`src/rtl/sdram_fe_pkg.sv`:
```
// Shared types for the SDRAM command front end.
// Assumes active-low pins packed as {cs_n, ras_n, cas_n, we_n}.
package sdram_fe_pkg;

    typedef enum logic [2:0] {
        CMD_NONE = 3'd0,
        CMD_ACT  = 3'd1,
        CMD_RD   = 3'd2,
        CMD_WR   = 3'd3,
        CMD_PRE  = 3'd4,
        CMD_REF  = 3'd5,
        CMD_LMR  = 3'd6
    } cmd_e;

    typedef enum logic [2:0] {
        PM_RUN      = 3'd0,
        PM_PRE_PD   = 3'd1,
        PM_SELF_REF = 3'd2,
        PM_ACT_PD   = 3'd3,
        PM_SUSPEND  = 3'd4
    } pm_e;

    // Map the four control pins to a command; chip select high masks all.
    function automatic cmd_e decode_pins(input logic [3:0] ctl);
        cmd_e c;
        case (ctl)
            4'b0011: c = CMD_ACT;
            4'b0101: c = CMD_RD;
            4'b0100: c = CMD_WR;
            4'b0010: c = CMD_PRE;
            4'b0001: c = CMD_REF;
            4'b0000: c = CMD_LMR;
            default: c = CMD_NONE;
        endcase
        return c;
    endfunction

endpackage

```
`src/rtl/fe_capture.sv`:
```
// Pin capture stage: registers control, bank, address and mask pins on the
// rising edge and decodes the registered control pins into a command.
// Assumes run_en is low in every low-power cycle; then a deselect is stored
// so nothing decodes, and the bank, address and mask registers hold.
module fe_capture
    import sdram_fe_pkg::*;
#(
    parameter int BANK_W = 2,
    parameter int ADDR_W = 12,
    parameter int LANES  = 2
) (
    input  logic              clk,
    input  logic              rst_n,
    input  logic              run_en,
    input  logic              cs_n,
    input  logic              ras_n,
    input  logic              cas_n,
    input  logic              we_n,
    input  logic [BANK_W-1:0] ba,
    input  logic [ADDR_W-1:0] addr,
    input  logic [LANES-1:0]  dqm,
    output cmd_e              cmd,
    output logic [BANK_W-1:0] bank_q,
    output logic [ADDR_W-1:0] addr_q,
    output logic [LANES-1:0]  dqm_q
);

    logic [3:0] ctl_q;

    // Register the pins, or store a deselect while the clock is gated.
    always_ff @(posedge clk) begin
        if (!rst_n) begin
            ctl_q  <= 4'b1111;
            bank_q <= '0;
            addr_q <= '0;
            dqm_q  <= '0;
        end else if (run_en) begin
            ctl_q  <= {cs_n, ras_n, cas_n, we_n};
            bank_q <= ba;
            addr_q <= addr;
            dqm_q  <= dqm;
        end else begin
            ctl_q  <= 4'b1111;
        end
    end

    // Decode the registered control pins.
    always_comb cmd = decode_pins(ctl_q);


    masked_when_gated_chk: assert property (@(posedge clk) disable iff (!rst_n)
        !run_en |=> (cmd == CMD_NONE));

endmodule

```
`src/rtl/fe_bank_track.sv`:
```
// Bank tracker: keeps per-bank open state and held rows plus the mode
// op-code, and flags protocol errors on the current command.
// Assumes flagged commands are dropped and that an auto-precharge closure
// is applied before the current command in the same cycle.
module fe_bank_track
    import sdram_fe_pkg::*;
#(
    parameter int BANK_W = 2,
    parameter int ADDR_W = 12,
    parameter int AP_BIT = 10,
    localparam int NBANK = 1 << BANK_W
) (
    input  logic              clk,
    input  logic              rst_n,
    input  cmd_e              cmd,
    input  logic [BANK_W-1:0] bank,
    input  logic [ADDR_W-1:0] addr_q,
    input  logic              ap_close,
    input  logic [BANK_W-1:0] ap_bank,
    output logic [NBANK-1:0]  bank_open,
    output logic [NBANK-1:0]  open_nxt,
    output logic              cmd_err,
    output logic [ADDR_W-1:0] row_out,
    output logic [ADDR_W-1:0] mode_word
);

    logic [ADDR_W-1:0] row_r [NBANK];
    logic              act_ok;
    logic              pre_ok;
    logic              lmr_ok;

    // Protocol check of the current command against the open banks.
    always_comb begin
        case (cmd)
            CMD_ACT:         cmd_err = bank_open[bank];
            CMD_RD, CMD_WR:  cmd_err = !bank_open[bank];
            CMD_LMR:         cmd_err = |bank_open;
            default:         cmd_err = 1'b0;
        endcase
    end

    assign act_ok = (cmd == CMD_ACT) && !cmd_err;
    assign pre_ok = (cmd == CMD_PRE);
    assign lmr_ok = (cmd == CMD_LMR) && !cmd_err;

    // Per-bank next open state: closures first, then an accepted ACTIVE.
    for (genvar g = 0; g < NBANK; g++) begin : g_bank
        assign open_nxt[g] =
            (bank_open[g]
             && !(ap_close && ap_bank == BANK_W'(g))
             && !(pre_ok && (addr_q[AP_BIT] || bank == BANK_W'(g))))
            || (act_ok && bank == BANK_W'(g));
    end

    // Commit open state and the mode op-code.
    always_ff @(posedge clk) begin
        if (!rst_n) begin
            bank_open <= '0;
            mode_word <= '0;
        end else begin
            bank_open <= open_nxt;
            if (lmr_ok) mode_word <= addr_q;
        end
    end

    // Store the row of each accepted ACTIVE.
    always_ff @(posedge clk) begin
        if (!rst_n) begin
            for (int b = 0; b < NBANK; b++) row_r[b] <= '0;
        end else begin
            for (int b = 0; b < NBANK; b++)
                if (act_ok && bank == BANK_W'(b)) row_r[b] <= addr_q;
        end
    end

    // Row shown with the strobe: incoming for ACTIVE, held otherwise.
    assign row_out = (cmd == CMD_ACT) ? addr_q : row_r[bank];


    act_opens_chk: assert property (@(posedge clk) disable iff (!rst_n)
        act_ok |=> bank_open[$past(bank)]);


    pre_all_chk: assert property (@(posedge clk) disable iff (!rst_n)
        (pre_ok && addr_q[AP_BIT]) |=> (bank_open == '0));


    lmr_reject_chk: assert property (@(posedge clk) disable iff (!rst_n)
        ((cmd == CMD_LMR) && cmd_err) |=> $stable(mode_word));

endmodule

```
`src/rtl/fe_burst_lane.sv`:
```
// Burst and lane control: counts the burst of an accepted READ or WRITE,
// closes the bank on auto-precharge at the burst's last edge, and derives
// write and read byte-lane enables from the masks.
// Assumes a new access cuts short any running burst.
module fe_burst_lane
    import sdram_fe_pkg::*;
#(
    parameter int BANK_W    = 2,
    parameter int LANES     = 2,
    parameter int BURST_LEN = 4,
    localparam int CNT_W    = $clog2(BURST_LEN + 1)
) (
    input  logic              clk,
    input  logic              rst_n,
    input  logic              run_en,
    input  cmd_e              cmd,
    input  logic              cmd_err,
    input  logic [BANK_W-1:0] bank,
    input  logic              autopre,
    input  logic [LANES-1:0]  dqm_q,
    output logic              busy,
    output logic              ap_close,
    output logic [BANK_W-1:0] ap_bank,
    output logic [LANES-1:0]  wr_lane_en,
    output logic [LANES-1:0]  rd_lane_oe
);

    logic [CNT_W-1:0] cnt;
    logic             is_rd;
    logic             ap_pend;
    logic [LANES-1:0] dqm_d1;
    logic [LANES-1:0] dqm_d2;
    logic             rw_ok;
    logic             wr_now;
    logic             wr_burst;
    logic             rd_burst;

    assign rw_ok    = ((cmd == CMD_RD) || (cmd == CMD_WR)) && !cmd_err;
    assign wr_now   = (cmd == CMD_WR) && !cmd_err;
    assign wr_burst = (cnt != '0) && !is_rd;
    assign rd_burst = (cnt != '0) && is_rd;
    assign busy     = (cnt != '0) || rw_ok;
    assign ap_close = run_en && (cnt == CNT_W'(1)) && ap_pend;

    // Load or advance the burst counter; hold it while the clock is gated.
    always_ff @(posedge clk) begin
        if (!rst_n) begin
            cnt     <= '0;
            is_rd   <= 1'b0;
            ap_pend <= 1'b0;
            ap_bank <= '0;
        end else if (rw_ok) begin
            cnt     <= CNT_W'(BURST_LEN);
            is_rd   <= (cmd == CMD_RD);
            ap_pend <= autopre;
            ap_bank <= bank;
        end else if (run_en && cnt != '0) begin
            cnt <= cnt - CNT_W'(1);
            if (cnt == CNT_W'(1)) ap_pend <= 1'b0;
        end
    end

    // Two-stage mask pipeline for read output disable.
    always_ff @(posedge clk) begin
        if (!rst_n) begin
            dqm_d1 <= '0;
            dqm_d2 <= '0;
        end else if (run_en) begin
            dqm_d1 <= dqm_q;
            dqm_d2 <= dqm_d1;
        end
    end

    // Per-lane enables.
    for (genvar i = 0; i < LANES; i++) begin : g_lane
        assign wr_lane_en[i] = (wr_now || wr_burst) && !dqm_q[i];
        assign rd_lane_oe[i] = rd_burst && !dqm_d2[i];
    end


    suspend_freeze_chk: assert property (@(posedge clk) disable iff (!rst_n)
        ((cnt != '0) && !run_en && !rw_ok) |=> $stable(cnt));


    ap_end_chk: assert property (@(posedge clk) disable iff (!rst_n)
        (ap_close && !rw_ok) |=> (cnt == '0));

endmodule

```
`src/rtl/fe_power.sv`:
```
// Power-mode selector: on clock enable low in normal operation picks the
// low-power mode from burst and bank state; releases power-down and self
// refresh as soon as clock enable rises, clock suspend at the next edge.
// Assumes busy and any_open describe the state after the current edge.
module fe_power
    import sdram_fe_pkg::*;
(
    input  logic clk,
    input  logic rst_n,
    input  logic cke,
    input  logic self_req,
    input  logic any_open,
    input  logic busy,
    output pm_e  pm_mode,
    output logic run_en
);

    pm_e pm_state;

    assign run_en = cke && (pm_state == PM_RUN);

    // Mode register: enter on clock enable low, leave on clock enable high.
    always_ff @(posedge clk) begin
        if (!rst_n) begin
            pm_state <= PM_RUN;
        end else if (pm_state == PM_RUN) begin
            if (!cke) begin
                if (busy)          pm_state <= PM_SUSPEND;
                else if (any_open) pm_state <= PM_ACT_PD;
                else if (self_req) pm_state <= PM_SELF_REF;
                else               pm_state <= PM_PRE_PD;
            end
        end else if (cke) begin
            pm_state <= PM_RUN;
        end
    end

    // Reported mode: power-down and self refresh release without a clock.
    always_comb begin
        if (cke && (pm_state == PM_PRE_PD || pm_state == PM_SELF_REF
                    || pm_state == PM_ACT_PD))
            pm_mode = PM_RUN;
        else
            pm_mode = pm_state;
    end


    suspend_pick_chk: assert property (@(posedge clk) disable iff (!rst_n)
        (pm_state == PM_RUN && !cke && busy) |=> (pm_mode == PM_SUSPEND));


    idle_pick_chk: assert property (@(posedge clk) disable iff (!rst_n)
        (pm_state == PM_RUN && !cke && !busy && !any_open)
        |=> (pm_state == PM_PRE_PD || pm_state == PM_SELF_REF));

endmodule

```
`src/rtl/sdram_cmd_front.sv`:
```
// SDRAM command front end top: pin capture, bank tracking, burst and lane
// control and power-mode selection for a four-bank, two-lane device.
// Assumes the controller observes bank protocol; breaches raise cmd_err.
module sdram_cmd_front
    import sdram_fe_pkg::*;
#(
    parameter int BANK_W    = 2,
    parameter int ADDR_W    = 12,
    parameter int COL_W     = 8,
    parameter int AP_BIT    = 10,
    parameter int LANES     = 2,
    parameter int BURST_LEN = 4,
    localparam int NBANK    = 1 << BANK_W
) (
    input  logic              clk,
    input  logic              rst_n,
    input  logic              cke,
    input  logic              cs_n,
    input  logic              ras_n,
    input  logic              cas_n,
    input  logic              we_n,
    input  logic [BANK_W-1:0] ba,
    input  logic [ADDR_W-1:0] addr,
    input  logic [LANES-1:0]  dqm,
    output logic              cmd_valid,
    output logic [2:0]        cmd_code,
    output logic [BANK_W-1:0] cmd_bank,
    output logic [ADDR_W-1:0] cmd_row,
    output logic [COL_W-1:0]  cmd_col,
    output logic              cmd_autopre,
    output logic              cmd_err,
    output logic [NBANK-1:0]  bank_open,
    output logic [2:0]        pm_mode,
    output logic [LANES-1:0]  wr_lane_en,
    output logic [LANES-1:0]  rd_lane_oe,
    output logic [ADDR_W-1:0] mode_word
);

    cmd_e              cmd;
    pm_e               pm_e_mode;
    logic [BANK_W-1:0] bank_q;
    logic [ADDR_W-1:0] addr_q;
    logic [LANES-1:0]  dqm_q;
    logic              run_en;
    logic              busy;
    logic              ap_close;
    logic [BANK_W-1:0] ap_bank;
    logic [NBANK-1:0]  open_nxt;
    logic              self_req;
    logic              autopre;

    // Self refresh request is REFRESH on the pins at the clock-enable drop.
    assign self_req = (decode_pins({cs_n, ras_n, cas_n, we_n}) == CMD_REF);
    assign autopre  = addr_q[AP_BIT] && (cmd == CMD_RD || cmd == CMD_WR);

    fe_capture #(.BANK_W(BANK_W), .ADDR_W(ADDR_W), .LANES(LANES)) u_cap (
        .clk(clk), .rst_n(rst_n), .run_en(run_en),
        .cs_n(cs_n), .ras_n(ras_n), .cas_n(cas_n), .we_n(we_n),
        .ba(ba), .addr(addr), .dqm(dqm),
        .cmd(cmd), .bank_q(bank_q), .addr_q(addr_q), .dqm_q(dqm_q)
    );

    fe_bank_track #(.BANK_W(BANK_W), .ADDR_W(ADDR_W), .AP_BIT(AP_BIT)) u_bank (
        .clk(clk), .rst_n(rst_n), .cmd(cmd), .bank(bank_q), .addr_q(addr_q),
        .ap_close(ap_close), .ap_bank(ap_bank),
        .bank_open(bank_open), .open_nxt(open_nxt), .cmd_err(cmd_err),
        .row_out(cmd_row), .mode_word(mode_word)
    );

    fe_burst_lane #(.BANK_W(BANK_W), .LANES(LANES), .BURST_LEN(BURST_LEN)) u_burst (
        .clk(clk), .rst_n(rst_n), .run_en(run_en), .cmd(cmd),
        .cmd_err(cmd_err), .bank(bank_q), .autopre(autopre), .dqm_q(dqm_q),
        .busy(busy), .ap_close(ap_close), .ap_bank(ap_bank),
        .wr_lane_en(wr_lane_en), .rd_lane_oe(rd_lane_oe)
    );

    fe_power u_pwr (
        .clk(clk), .rst_n(rst_n), .cke(cke), .self_req(self_req),
        .any_open(|open_nxt), .busy(busy),
        .pm_mode(pm_e_mode), .run_en(run_en)
    );

    assign cmd_valid   = (cmd != CMD_NONE);
    assign cmd_code    = cmd;
    assign cmd_bank    = bank_q;
    assign cmd_col     = addr_q[COL_W-1:0];
    assign cmd_autopre = autopre;
    assign pm_mode     = pm_e_mode;

endmodule

```
`config.mk`:
```
export PLATFORM = sky130hd
export DESIGN_NAME = sdram_cmd_front
export DESIGN_NICKNAME = d
export VERILOG_FILES = /design/src/rtl/sdram_fe_pkg.sv /design/src/rtl/fe_capture.sv /design/src/rtl/fe_bank_track.sv /design/src/rtl/fe_burst_lane.sv /design/src/rtl/fe_power.sv /design/src/rtl/sdram_cmd_front.sv
export SDC_FILE = /design/constraint.sdc
export NUM_CORES = 1
export LEC_CHECK = 0
export ABC_AREA = 1
export BUFFER_PORTS_ARGS = -buffer_cell sky130_fd_sc_hd__buf_4
export CORE_ASPECT_RATIO = 0.8
export CORE_UTILIZATION = 45
export DETAILED_ROUTE_END_ITERATION = 6
export PLACE_DENSITY = 0.66
export SLEW_MARGIN = 20
export SYNTH_ARGS = -nofsm -noshare
export SYNTH_HDL_FRONTEND = slang
export SYNTH_HIERARCHICAL = 1
export SYNTH_SLANG_ARGS = --single-unit
```
`constraint.sdc`:
```
create_clock -name clk -period 4.66 [get_ports clk]
set_input_delay 0.932 -clock clk [delete_from_list [all_inputs] [get_ports clk]]
set_output_delay 0.932 -clock clk [all_outputs]
set_load 0.02 [all_outputs]
```
==> impl_metrics.toml <==
[run_status]
status = "finished, final reports clean"

[route]
met1_length_um = 5160
met2WireLength_um = 4810
top_layer_used = "met4"
wl_met3_um = 743
routed_wl_um = 10900
dr.pass1.iters = 5
drtIter0Drc = 239
routedWlPerCell_um = 14.0
vias = 3827
avgViaCountPerCell = 4.93
drc_errors = 0
ant_nets = 0

[timing]
fin_tns_setup_ns = 0
max_freq_mhz = 255
rsz0062_at_grt = "false"
setup_viol = 0
period_needed_ns = 3.92
min_period_over_period = 0.840
setup_slack_ns = 0.745
slew_headroom = 0.367
worstMarginPinSlew_ns = 0.945
fin_skew_ns = 0.00606
timing.final.max_slew_violations = 0
finalHoldViolCount = 0

[cts]
numCtsBuffers = 9
cts_htree_levels = 3
cts_tree = "done"
clock_path_buffers = 2
post_cts_buffers = 0
root_buffer = "clkbuf_16"
cts.sinks = 98
clock_latency_ns = 0.33
clkTransAtPathRegs_ns = 0.07
hold_buffers = 0
cts_resized = 0

[synthesis]
yosys_warnings = 6
netlist_area_um2 = 4530
ys_seq_elements = 98
synth_cell_types = 31
synth_cells = 566
syn_nets = 593
syn_avg_cell_area_um2 = 8.00
seq_area_frac_synth = 0.539

[floorplan]
dieArea_um2 = 10500
ios = 74
die_y_um = 91.7
die_x_um = 114
start_util = 0.466
core_um2 = 9730
rows = 32

[setup_path]
required_ns = 3.73
worst_setup_path_start_kind = "flop"
r2r_start = "u_cap/ctl_q[2]"
reg2reg_slack_ns = 1.86
end_kind = "primary output"
worst-setup-path-type = "flop to primary output"
timing.rr.end = "u_pwr/pm_state[0]"
critPathMaxStageDelay_ns = 0.46
crit_slowest_cell = "nor3_1"
r2r_cells = 14
cp_max_fo = 12
cpMostUsedCell = "nor2_1"
arrival_ns = 2.98
crit_chain = "nor2_1 > nor3_1 > inv_1 > nor3_1 > nand2_1 > nand3_1 > inv_1 > nand3b_1 > nor2_1 > a21oi_1 > nor2_1 > buf_4"

[grt]
grt_pass1_vias = 3571
grt_use_total = 0.223
antenna_found_initial = 0
grt_pass1_wl_um = 18100
grt_overflow = 0
grt_max_degree = 51

[layout]
drive_above_1_share = 0.191
final_cell_mix = "nor2_1, nand2_1, buf_4"
stdcell_count = 776
nets = 662
n_antenna_cell = 0
nFillCells = 885
final_common_cell = "nor2_1"
area_growth_pct = 20.6
final_area_um2 = 5460
fin_util = 0.561

[power_and_ir_drop]
power_leakage_nw = 2.47
ir_drop_v = 0.000248
p_per_area_nw_per_um2 = 442

[place]
place.port_buffers = 73
hpwl_um = 7440
place_ws_ns = 1.16
placed_area_um2 = 5150
gp_congestion = 0.794
numPlacedInstances = 760

[worst_hold_path]
hold_path_end = "u_burst/ap_pend"
min_delay_path_depth = 2
min-delay-start = "u_burst/ap_pend"
min_path_type = "flop to flop"

[flow_run]
drv_cap = 0
cell families (layout without fill, tap and decap cells):
family                   after synthesis  after routing  synth area share
buffers and inverters                 93            167            0.0901
AND/OR/NAND/NOR                      305            305             0.281
flip-flops                            98             98             0.539
adder cells (fa/ha/maj)                4              4            0.0111
AO/OA/AOI/OAI                         66             66            0.0790
worst max-delay path by stage:
stage                         from       endpoint  slack [ns]  cells past startpoint
global route        u_cap/ctl_q[2]  wr_lane_en[1]        0.56                     12
floorplan           u_cap/ctl_q[2]  wr_lane_en[0]        1.24                     11
global placement    u_cap/ctl_q[2]  wr_lane_en[1]        1.34                     12
CTS                 u_cap/ctl_q[2]  wr_lane_en[0]        0.79                     12
detailed placement  u_cap/ctl_q[2]  wr_lane_en[0]        1.16                     12
finish              u_cap/ctl_q[2]  wr_lane_en[0]        0.74                     12
registers in the layout, summed over array words and instances, names as in the netlist, 2 cells and up:
signal and count:
u_cap/bank_q 2, u_pwr/pm_state 3, u_bank/bank_open 4, u_burst/dqm_d2 2, u_cap/ctl_q 4, u_bank/mode_word 12, u_burst/cnt 3, u_bank/row_r 48
u_burst/dqm_d1 2, u_burst/ap_bank 2, u_cap/addr_q 12, u_cap/dqm_q 2
routing by layer:
layer	track usage	vias up
met5	0	-
li1	-	1920
met3	0.0641	14
met2	0.348	115
met1	0.306	1778
met4	0.0541	0
worst max-delay path, delay by kind of cell, from the launching register on:
family,cells,cell delay [ns]
buf+inv,3,0.44
compound gates,1,0.18
flops,1,0.40
simple gates,8,1.63
power by group:
group	internal (mW)	leakage, nW	switching (mW)	total, mW
Sequential	0.976	0.904	0.0716	1.05
Clock	0.431	0.142	0.311	0.742
Combinational	0.216	1.42	0.406	0.622
Total	1.62	2.47	0.789	2.41
cell type report:
class | count | area (um2) | area share
inverter | 72 | 270 | 0.0495
tap | 136 | 170 | 0.0312
timing repair buffer | 79 | 593 | 0.109
sequential | 98 | 2440 | 0.447
multi-input combinational | 375 | 1680 | 0.308
clock buffer | 10 | 239 | 0.0438
clock inverter | 6 | 66.3 | 0.0121
per-stage QoR:
stage | power (mW) | hold slack [ns]
after global placement | 1.67 | 0.463
after global routing | 2.54 | 0.509
final | 2.41 | 0.473
after detailed placement | 1.69 | 0.466
after floorplan | 1.46 | 0.444
after CTS | 2.43 | 0.479
cells in the mapped netlist:
library cell / number / area, um2
buf_6: 5 / 56.3
nand4_1: 10 / 62.6
nand2_2: 8 / 50.1
inv_2: 6 / 22.5
a22oi_1: 6 / 45.0
or2_2: 4 / 25.0
edfxtp_1: 48 / 1440
ha_1: 4 / 50.1
buf_4: 4 / 30.0
nor2_2: 5 / 31.3
clkbuf_1: 9 / 33.8
nand2_1: 109 / 409
inv_1: 66 / 248
or2_0: 1 / 6.26
nand4_4: 1 / 21.3
a21oi_1: 15 / 75.1
a31oi_1: 3 / 18.8
nand4_2: 1 / 12.5
o31ai_1: 1 / 7.51
clkbuf_4: 1 / 7.51
buf_2: 1 / 5.00
nand2_4: 2 / 22.5
nor2_1: 154 / 578
clkbuf_2: 1 / 5.00
o211ai_1: 1 / 7.51
nor3_1: 3 / 15.0
a21oi_2: 1 / 8.76
o21ai_0: 39 / 195
nand3_1: 6 / 30.0
dfxtp_1: 50 / 1000
nand3b_1: 1 / 7.51
Power figures use the tool's default switching activity.
